===== config.mk =====
export PLATFORM = sky130hd
export DESIGN_NAME = gpio_sc_port
export DESIGN_NICKNAME = d
export VERILOG_FILES = /design/src/rtl/gpio_sc_pkg.sv /design/src/rtl/gpio_sc_decode.sv /design/src/rtl/gpio_sc_state.sv /design/src/rtl/gpio_sc_sync.sv /design/src/rtl/gpio_sc_port.sv
export SDC_FILE = /design/constraint.sdc
export NUM_CORES = 1
export LEC_CHECK = 0
export BUFFER_PORTS_ARGS = -buffer_cell sky130_fd_sc_hd__buf_4
export CORE_MARGIN = 1.5
export CORE_UTILIZATION = 53
export CTS_CLUSTER_SIZE = 25
export DETAILED_ROUTE_END_ITERATION = 8
export GPL_ROUTABILITY_DRIVEN = 0
export HOLD_SLACK_MARGIN = 0.03
export PLACE_DENSITY = 0.9
export SLEW_MARGIN = 20
export SYNTH_ARGS = -nofsm -noshare
export SYNTH_HDL_FRONTEND = slang
export SYNTH_SLANG_ARGS = --single-unit

===== constraint.sdc =====
create_clock -name clk -period 4.7 [get_ports clk]
set_input_delay 0.705 -clock clk [delete_from_list [all_inputs] [get_ports clk]]
set_output_delay 0.705 -clock clk [all_outputs]
set_load 0.01 [all_outputs]

===== src/rtl/gpio_sc_pkg.sv =====
// Package: offsets, write strobes and read selection shared by the port.
// Assumes a 12-bit byte-offset bus where each access lasts one cycle.
package gpio_sc_pkg;
    localparam int unsigned ADDR_W = 12;

    localparam logic [ADDR_W-1:0] OFS_RELEASE = 12'h100;
    localparam logic [ADDR_W-1:0] OFS_HIGH    = 12'h108;
    localparam logic [ADDR_W-1:0] OFS_LOW     = 12'h10C;
    localparam logic [ADDR_W-1:0] OFS_SAMPLE  = 12'h110;

    typedef struct packed {
        logic release_w;
        logic high_w;
        logic low_w;
        logic arm_w;
    } wr_strobe_t;

    typedef enum logic [1:0] {
        RD_NONE,
        RD_DIR,
        RD_LATCH,
        RD_SAMPLE
    } rd_sel_t;
endpackage


===== src/rtl/gpio_sc_decode.sv =====
// Module: turns one bus access into write strobes and a read selector.
// Assumes bus_sel marks a single-cycle access. Unmapped offsets decode to nothing.
module gpio_sc_decode
    import gpio_sc_pkg::*;
(
    input  logic              bus_sel,
    input  logic              bus_we,
    input  logic [ADDR_W-1:0] bus_addr,
    output wr_strobe_t        strb,
    output rd_sel_t           rd_sel
);
    // Write decode: one strobe per mapped offset.
    always_comb begin
        strb = '0;
        if (bus_sel && bus_we) begin
            strb.release_w = (bus_addr == OFS_RELEASE);
            strb.high_w    = (bus_addr == OFS_HIGH);
            strb.low_w     = (bus_addr == OFS_LOW);
            strb.arm_w     = (bus_addr == OFS_SAMPLE);
        end
    end

    // Read decode: 0x10C and unmapped offsets read as nothing.
    always_comb begin
        rd_sel = RD_NONE;
        if (bus_sel && !bus_we) begin
            unique case (bus_addr)
                OFS_RELEASE: rd_sel = RD_DIR;
                OFS_HIGH:    rd_sel = RD_LATCH;
                OFS_SAMPLE:  rd_sel = RD_SAMPLE;
                default:     rd_sel = RD_NONE;
            endcase
        end
    end
endmodule


===== src/rtl/gpio_sc_state.sv =====
// Module: holds the output latch, the per-pin drive enables and the arming flag.
// Assumes that at most one strobe is active per cycle (one access per cycle).
module gpio_sc_state
    import gpio_sc_pkg::*;
#(
    parameter int unsigned NPINS = 32
) (
    input  logic             clk,
    input  logic             rst_n,
    input  wr_strobe_t       strb,
    input  logic [NPINS-1:0] wdata,
    output logic [NPINS-1:0] latch_q,
    output logic [NPINS-1:0] drive_q,
    output logic             armed_q
);
    // Latch update: a set or clear applies only to the bits written as 1.
    always_ff @(posedge clk) begin
        if (!rst_n)            latch_q <= '0;
        else if (strb.high_w)  latch_q <= latch_q | wdata;
        else if (strb.low_w)   latch_q <= latch_q & ~wdata;
    end

    // Direction: set/clear writes enable the driver, release writes disable it.
    always_ff @(posedge clk) begin
        if (!rst_n)                          drive_q <= '0;
        else if (strb.high_w || strb.low_w)  drive_q <= drive_q | wdata;
        else if (strb.release_w)             drive_q <= drive_q & ~wdata;
    end

    // Arming flag: the first write at the sample offset sets it; nothing clears it but reset.
    always_ff @(posedge clk) begin
        if (!rst_n)           armed_q <= 1'b0;
        else if (strb.arm_w)  armed_q <= 1'b1;
    end

    p_set_bits_r2: assert property (@(posedge clk) disable iff (!rst_n)
        strb.high_w |=> ((latch_q & $past(wdata)) == $past(wdata)));
    p_clear_bits_r3: assert property (@(posedge clk) disable iff (!rst_n)
        strb.low_w |=> ((latch_q & $past(wdata)) == '0));
    p_drive_on_r4: assert property (@(posedge clk) disable iff (!rst_n)
        (strb.high_w || strb.low_w) |=> ((drive_q & $past(wdata)) == $past(wdata)));
    p_release_r5: assert property (@(posedge clk) disable iff (!rst_n)
        strb.release_w |=> ((drive_q & $past(wdata)) == '0) && $stable(latch_q));
    p_untouched_r6: assert property (@(posedge clk) disable iff (!rst_n)
        (strb.high_w || strb.low_w || strb.release_w) |=>
            (((latch_q ^ $past(latch_q)) & ~$past(wdata)) == '0) &&
            (((drive_q ^ $past(drive_q)) & ~$past(wdata)) == '0));
    p_idle_hold_r10: assert property (@(posedge clk) disable iff (!rst_n)
        !(strb.high_w || strb.low_w || strb.release_w) |=> $stable(latch_q) && $stable(drive_q));
    p_arm_sticky_r8: assert property (@(posedge clk) disable iff (!rst_n)
        armed_q |=> armed_q);
endmodule


===== src/rtl/gpio_sc_sync.sv =====
// Module: multi-stage synchronizer for the pin inputs, held at zero until armed.
// Assumes pin_in is asynchronous. The stage count comes from a parameter, two by default.
module gpio_sc_sync #(
    parameter int unsigned NPINS  = 32,
    parameter int unsigned STAGES = 2
) (
    input  logic             clk,
    input  logic             rst_n,
    input  logic             armed,
    input  logic [NPINS-1:0] pin_in,
    output logic [NPINS-1:0] sampled
);
    logic [NPINS-1:0] stg [STAGES];

    for (genvar s = 0; s < STAGES; s++) begin : g_stage
        logic [NPINS-1:0] src;
        if (s == 0) begin : g_first
            assign src = pin_in;
        end else begin : g_next
            assign src = stg[s-1];
        end
        // Stage flop: cleared while unarmed, so no stale level leaks out.
        always_ff @(posedge clk) begin
            if (!rst_n || !armed) stg[s] <= '0;
            else                  stg[s] <= src;
        end
    end

    assign sampled = stg[STAGES-1];
endmodule


===== src/rtl/gpio_sc_port.sv =====
// Module: top of the set/clear GPIO port with implicit direction and armed sampling.
// Assumes single-cycle bus accesses and a combinational read path from the address.
module gpio_sc_port
    import gpio_sc_pkg::*;
#(
    parameter int unsigned NPINS = 32
) (
    input  logic              clk,
    input  logic              rst_n,
    input  logic              bus_sel,
    input  logic              bus_we,
    input  logic [ADDR_W-1:0] bus_addr,
    input  logic [NPINS-1:0]  bus_wdata,
    output logic [NPINS-1:0]  bus_rdata,
    input  logic [NPINS-1:0]  pin_in,
    output logic [NPINS-1:0]  pin_out,
    output logic [NPINS-1:0]  pin_oe,
    output logic [NPINS-1:0]  irq_req
);
    wr_strobe_t       strb;
    rd_sel_t          rd_sel;
    logic [NPINS-1:0] latch_q;
    logic [NPINS-1:0] drive_q;
    logic [NPINS-1:0] sampled;
    logic             armed_q;

    gpio_sc_decode i_decode (
        .bus_sel  (bus_sel),
        .bus_we   (bus_we),
        .bus_addr (bus_addr),
        .strb     (strb),
        .rd_sel   (rd_sel)
    );

    gpio_sc_state #(.NPINS(NPINS)) i_state (
        .clk     (clk),
        .rst_n   (rst_n),
        .strb    (strb),
        .wdata   (bus_wdata),
        .latch_q (latch_q),
        .drive_q (drive_q),
        .armed_q (armed_q)
    );

    gpio_sc_sync #(.NPINS(NPINS), .STAGES(2)) i_sync (
        .clk     (clk),
        .rst_n   (rst_n),
        .armed   (armed_q),
        .pin_in  (pin_in),
        .sampled (sampled)
    );

    // Read mux: picks the register the decoder selected, otherwise zero.
    always_comb begin
        unique case (rd_sel)
            RD_DIR:    bus_rdata = drive_q;
            RD_LATCH:  bus_rdata = latch_q;
            RD_SAMPLE: bus_rdata = sampled;
            default:   bus_rdata = '0;
        endcase
    end

    assign pin_out = latch_q;
    assign pin_oe  = drive_q;
    assign irq_req = sampled;

    p_quiet_unarmed_r7: assert property (@(posedge clk) disable iff (!rst_n)
        !armed_q |-> (irq_req == '0));
    p_irq_follows_r9: assert property (@(posedge clk) disable iff (!rst_n)
        (armed_q && $past(armed_q) && $past(armed_q, 2)) |-> (irq_req == $past(pin_in, 2)));
endmodule


Word level (Yosys, flattened, before mapping)
Memory sizes are Yosys's and may differ from the RTL's.
Index checks and enable logic that the tools add are counted.
- memory bits (read-only): 0
- bits in writable memories: 64
- flip-flop bits (word level): 65
- output and inout bits: 128
- memories kept: 1
- bits in latches: 0
- input bits: 80
- word-level logic and storage cells: 40
- add/subtract/negate cells: 0
- reduce and logical (&&, ||, !) cells: 9
- shift-type cells: 0
- div/mod/pow operators: 0
- $lt $le $gt $ge: 0
- muxes and demuxes: 13
- bitwise gates (word level): 7
- multipliers: 0
- equal/unequal tests: 7
- memories (memory ; words ; bits a word ; read ports ; clocked after Yosys merged registers in ; wr ports ; line ; text):
    i_sync.stg ; 2 ; 32 ; 2 ; 0 ; 2 ; gpio_sc_sync.sv:13 ; logic [NPINS-1:0] stg [STAGES];
- operators with widths (operator ; count):
    32-bit two-way mux ; 6
    32-bit one-hot mux with 3 select lines ; 1
    32-bit bitwise AND ; 2
    32-bit bitwise OR ; 2
    12-bit by 9-bit == test with 1-bit output (second input constant) ; 4
    32-bit inverter ; 1
    2-bit one-hot mux with 3 select lines ; 1
    2-bit == test (second input constant) ; 2
    4-bit two-way mux ; 1
    2-bit nonzero test ; 2
    1-bit logical NOT ; 3
    1-bit two-way mux ; 3
    2-bit by 1-bit == test with 1-bit output (second input constant) ; 1
    1-bit logical AND ; 2
    1-bit logical OR ; 2
    2-bit two-way mux ; 1
    1-bit bitwise OR ; 2

Logic depth before layout (Yosys ltp)
- depth after elaboration: 5
- mapped depth: 7
- depth with buffers taken out: 4

Hierarchy
Synthesis repeated with hierarchy kept, for this count alone.
- cells, all modules: 556
- area, all modules: 5786.8 µm²
- modules (own cells, without submodules) (module ; cells an instance ; area each (µm²) ; seq. area each (µm²) ; instances):
    gpio_sc_state ; 318 ; 2964.1 ; 1301.2 ; 1
    gpio_sc_sync ; 141 ; 1791.7 ; 1281.2 ; 1
    gpio_sc_port ; 77 ; 899.6 ; 0.0 ; 1
    gpio_sc_decode ; 20 ; 131.4 ; 0.0 ; 1

Worst setup path before layout
No wires, ideal clock.
- path kind: in2out
- start: input bus_addr[3]
- end: output bus_rdata[11]
- buffers on the path: 2
- data required time: 3.995 ns
- arrival time: 2.282 ns
- path slack: 1.713 ns
- stages on the path: 6
- cells stage by stage: clkbuf_1 -> or4b_2 -> nor4_2 -> clkbuf_1 -> nand2_1 -> o21ai_0
- cells in the longest elaborated chain, start to end: 5
- elaborated cells between the ends (all ways): 9
- those cells by class: eq/ne: 6; mux: 3
- RTL lines (item ; line ; text):
    from (decl) ; gpio_sc_port.sv:12 ; input logic [ADDR_W-1:0] bus_addr,
    12-bit by 9-bit == test with 1-bit output ; gpio_sc_decode.sv:27 ; unique case (bus_addr)
    2-bit one-hot mux with 3 select lines * ; gpio_sc_decode.sv:27 ;
    2-bit two-way mux * ; gpio_sc_decode.sv:26 ; if (bus_sel && !bus_we) begin
    2-bit == test / 2-bit by 1-bit == test with 1-bit output (equally long branches) ; gpio_sc_port.sv:55 ; unique case (rd_sel)
    32-bit one-hot mux with 3 select lines * ; gpio_sc_port.sv:55 ;
    to (decl) ; gpio_sc_port.sv:14 ; output logic [NPINS-1:0] bus_rdata,
Every way passes the cells marked *; elsewhere a longest branch is shown, timed or not.

Worst setup path after layout
- start: input bus_addr[6]
- end: output bus_rdata[15]
The elaborated chain is that of the path after synthesis.

==> impl_metrics.py <==
metrics = {
    "setup_path": {
        "reg2regPathDepth": 2,
        "setup.worst_path.start": "bus_addr[6]",
        "cp.arrival_ns": 3.11,
        "start_kind": "primary input",
        "source_of_the_worst_register_to_register_timing_path": "i_state.armed_q$_SDFFE_PN0P_",
        "timing_worst_setup_path_type": "primary input to primary output",
        "endpoint_kind": "primary output",
        "crit_path_max_fanout": 32,
        "endpoint": "bus_rdata[15]",
        "reg2reg_setup_slack_ns": 3.71,
        "required_ns": 3.99,
        "regToRegEndpoint": "i_sync.stg[1][31]$_SDFF_PP0_",
    },
    "grt": {
        "wire_length_of_the_first_global_routing_pass_um": 25310,
        "grt_start_max_net_pins": 70,
        "first_global_vias": 4807,
        "grt.overflow.total": 0,
        "antenna_found_initial": 0,
        "gr-usage-all-layers": 0.2923,
    },
    "cts": {
        "post_cts.repair.setup_buffers": 0,
        "cts_hold_buffers": 0,
        "cts_buffers": 17,
        "cts_root_buffer": "clkbuf_8",
        "cts_tree": "built",
        "cts_num_sinks": 129,
        "ctsHtreeMaxLevel": 4,
        "cts-root-to-sink-buffers": 2,
        "clkLatencyLatePin_ns": 0.49,
        "cts_repair_resize_count": 0,
        "cts.clk_slew.worst_paths_ns": 0.06,
    },
    "outcome": {
        "result_of_the_run": "finished, final reports clean",
    },
    "yosys": {
        "yosysTopAreaCell": "dfxtp_1",
        "synth_most_common_cell": "dfxtp_1",
        "post_synth_and_or_nand_nor_area_fraction": 0.1864,
        "net_count_of_the_mapped_netlist": 666,
        "xor_xnor_share_of_the_synthesized_area": 0,
        "number_of_enable_type_register_cells_in_the_synthesized_netlist": 0,
        "synth.avg_cell_area_um2": 9.303,
        "ys_seq_elements": 129,
        "multiplexer_share_of_the_synthesized_area": 0.05876,
        "synth.yosys.seq_area_share": 0.4737,
        "ys_top_cells_by_area": "dfxtp_1 47%, and3_1 7.3%, nand2_1 6.1%, o41ai_2 6.0%, a21oi_1 5.9%",
        "synthTopCellsByCount": "129 x dfxtp_1, 88 x nand2_1, 64 x a21oi_1, 64 x and3_1, 45 x clkbuf_1",
        "netlist-cell-type-count": 29,
        "syn-instance-count": 586,
        "yosys.area_share.adder": 0,
        "combinational_family_with_the_most_area_after_synthesis": "compound AO/OA/AOI/OAI gates",
        "synth_flop_cell": "dfxtp_1",
        "synth_compound_gate_area_share": 0.2199,
        "synthDominantCellAreaShare": 0.4737,
        "synthesis.yosys.warnings": 0,
        "synth-async-reset-ratio": 0,
        "syn_area_um2": 5451,
    },
    "sta": {
        "worst_slew_margin_rel": 0.2703,
        "grt_setup_unrepaired": "no",
        "setup_tns_ns": 0,
        "hold_violations": 0,
        "tightestPinTransition_ns": 1.092,
        "fin_worst_skew_ns": 0.006505,
        "max_freq_mhz": 262.0,
        "fin_crit_ns": 3.817,
        "number_of_max_slew_violations_in_the_final_report": 0,
        "report.final.setup_viol": 0,
        "fin_crit_sh": 0.8121,
    },
    "route": {
        "route.detailed.wl_per_inst_um": 18.08,
        "wirelength_um": 16270,
        "drcViolationCount": 0,
        "drt_first_pass_iters": 6,
        "vias": 5159,
        "drt-initial-drc-count": 469,
        "residual_antenna_violating_net_count_after_detailed_routing": 0,
        "post_drt_via_cell_ratio": 5.732,
    },
    "finish": {
        "antenna_cells": 0,
        "num-nets-final": 835,
        "synthToLayoutAreaGrowth_pct": 37.98,
        "layout.cell_area.non_filler_um2": 7522,
        "post_route_cells_drive_above_1_share": 0.3533,
    },
    "floorplan": {
        "floorplan.rows": 36,
        "top_level_ports": 208,
        "coreArea_um2": 9864,
        "die_height_um": 104.4,
        "dieWidth_um": 104.4,
        "fp.dieArea_um2": 10900,
        "floorplan.initialDensity": 0.5526,
    },
    "power": {
        "power_per_cell_area_nw_per_um2": 336.8,
        "vdd.ir_drop.worst_v": 0.0003161,
        "total_leakage_power_nw": 3.338,
    },
    "placement": {
        "port_buffers": 207,
        "dpl_wire_length_um": 10970,
        "placed_inst_area_um2": 6922,
    },
    "job": {
        "cap_violations": 0,
    },
    "hold_path": {
        "holdCritPathClass": "primary input to flop",
    },
}
## cell type report
| class | instances | area (um2) |
|---|---|---|
| Timing Repair Buffer | 212 | 1592 |
| Inverter | 12 | 45.04 |
| Clock inverter | 14 | 178.9 |
| Multi-Input combinational cell | 383 | 2544 |
| Tap cell | 133 | 166.4 |
| Sequential cell | 129 | 2582 |
| Fill cell | 703 | 2342 |
| Clock buffer | 17 | 414.1 |
## critical path: stages
cell and delay [ns]:
buf_4 0.10, or4_1 0.69, nor4_1 0.24, nand2_1 0.69, o21ai_0 0.48, buf_4 0.20
## how the worst min path moves through the flow
stage | from | end | slack [ns] | depth (start not counted)
2_1_floorplan | i_sync.stg[0][0]$_SDFF_PP0_ | i_sync.stg[1][0]$_SDFF_PP0_ | 0.44 | 1
3_3_place_gp | i_sync.stg[0][26]$_SDFF_PP0_ | i_sync.stg[1][26]$_SDFF_PP0_ | 0.45 | 1
3_5_place_dp | i_sync.stg[0][12]$_SDFF_PP0_ | i_sync.stg[1][12]$_SDFF_PP0_ | 0.45 | 1
4_1_cts | bus_wdata[2] | flop | 0.41 | 2
5_1_grt | bus_wdata[0] | flop | 0.42 | 2
6_report | bus_wdata[2] | flop | 0.44 | 2
## report_power, final
part	internal, W	switching [W]	leakage [nW]
combinational	0.0000579	0.0000778	2.01
clock	0.000814	0.000490	0.287
sequential	0.00109	0.0000000571	1.04
## cells in the final DEF, fill, tap and decap left out, drive strengths merged
cell and n:
nand3b 1, or3 1, bufinv 3, clkinv 5, buf 212, nand2 88, nor4 5, or4b 2
o41ai 32, or4 1, or2 2, a21oi 64, nand2b 2, o21a 1, o21ai 32, inv 16
a311oi 32, mux2i 32, dfxtp 129, and3 64, clkinvlp 2, nor2 1, and2 23, clkbuf 17
## logic make-up after synthesis
group                  after synthesis
and+or+nand+nor                    190
AOI/OAI and AO/OA                  161
DFF                                129
buffers and inverters               74
muxes                               32
## per-layer routing
| layer | wire, um | global-route usage |
|---|---|---|
| met2 | 7898 | 0.4572 |
| met1 | 6654 | 0.3866 |
| met4 | 442 | 0.1270 |
| met3 | 1278 | 0.06579 |
| met5 | 0 | 0 |
## metrics by stage
step           hold slack (ns)  utilization  std cells  total power [W]  setup WS, ns
2_1_floorplan           0.4436            -        586         0.001185         1.713
3_3_place_gp            0.4466       0.7017        868         0.001247         1.130
3_5_place_dp            0.4496       0.7017        868         0.001250        0.9345
4_1_cts                 0.4065       0.7618        899         0.002553        0.9289
5_1_grt                 0.4218       0.7626        900         0.002611        0.6852
6_report                0.4375       0.7626        900         0.002533        0.8829
Note: power is estimated with default switching activity, not from simulation.
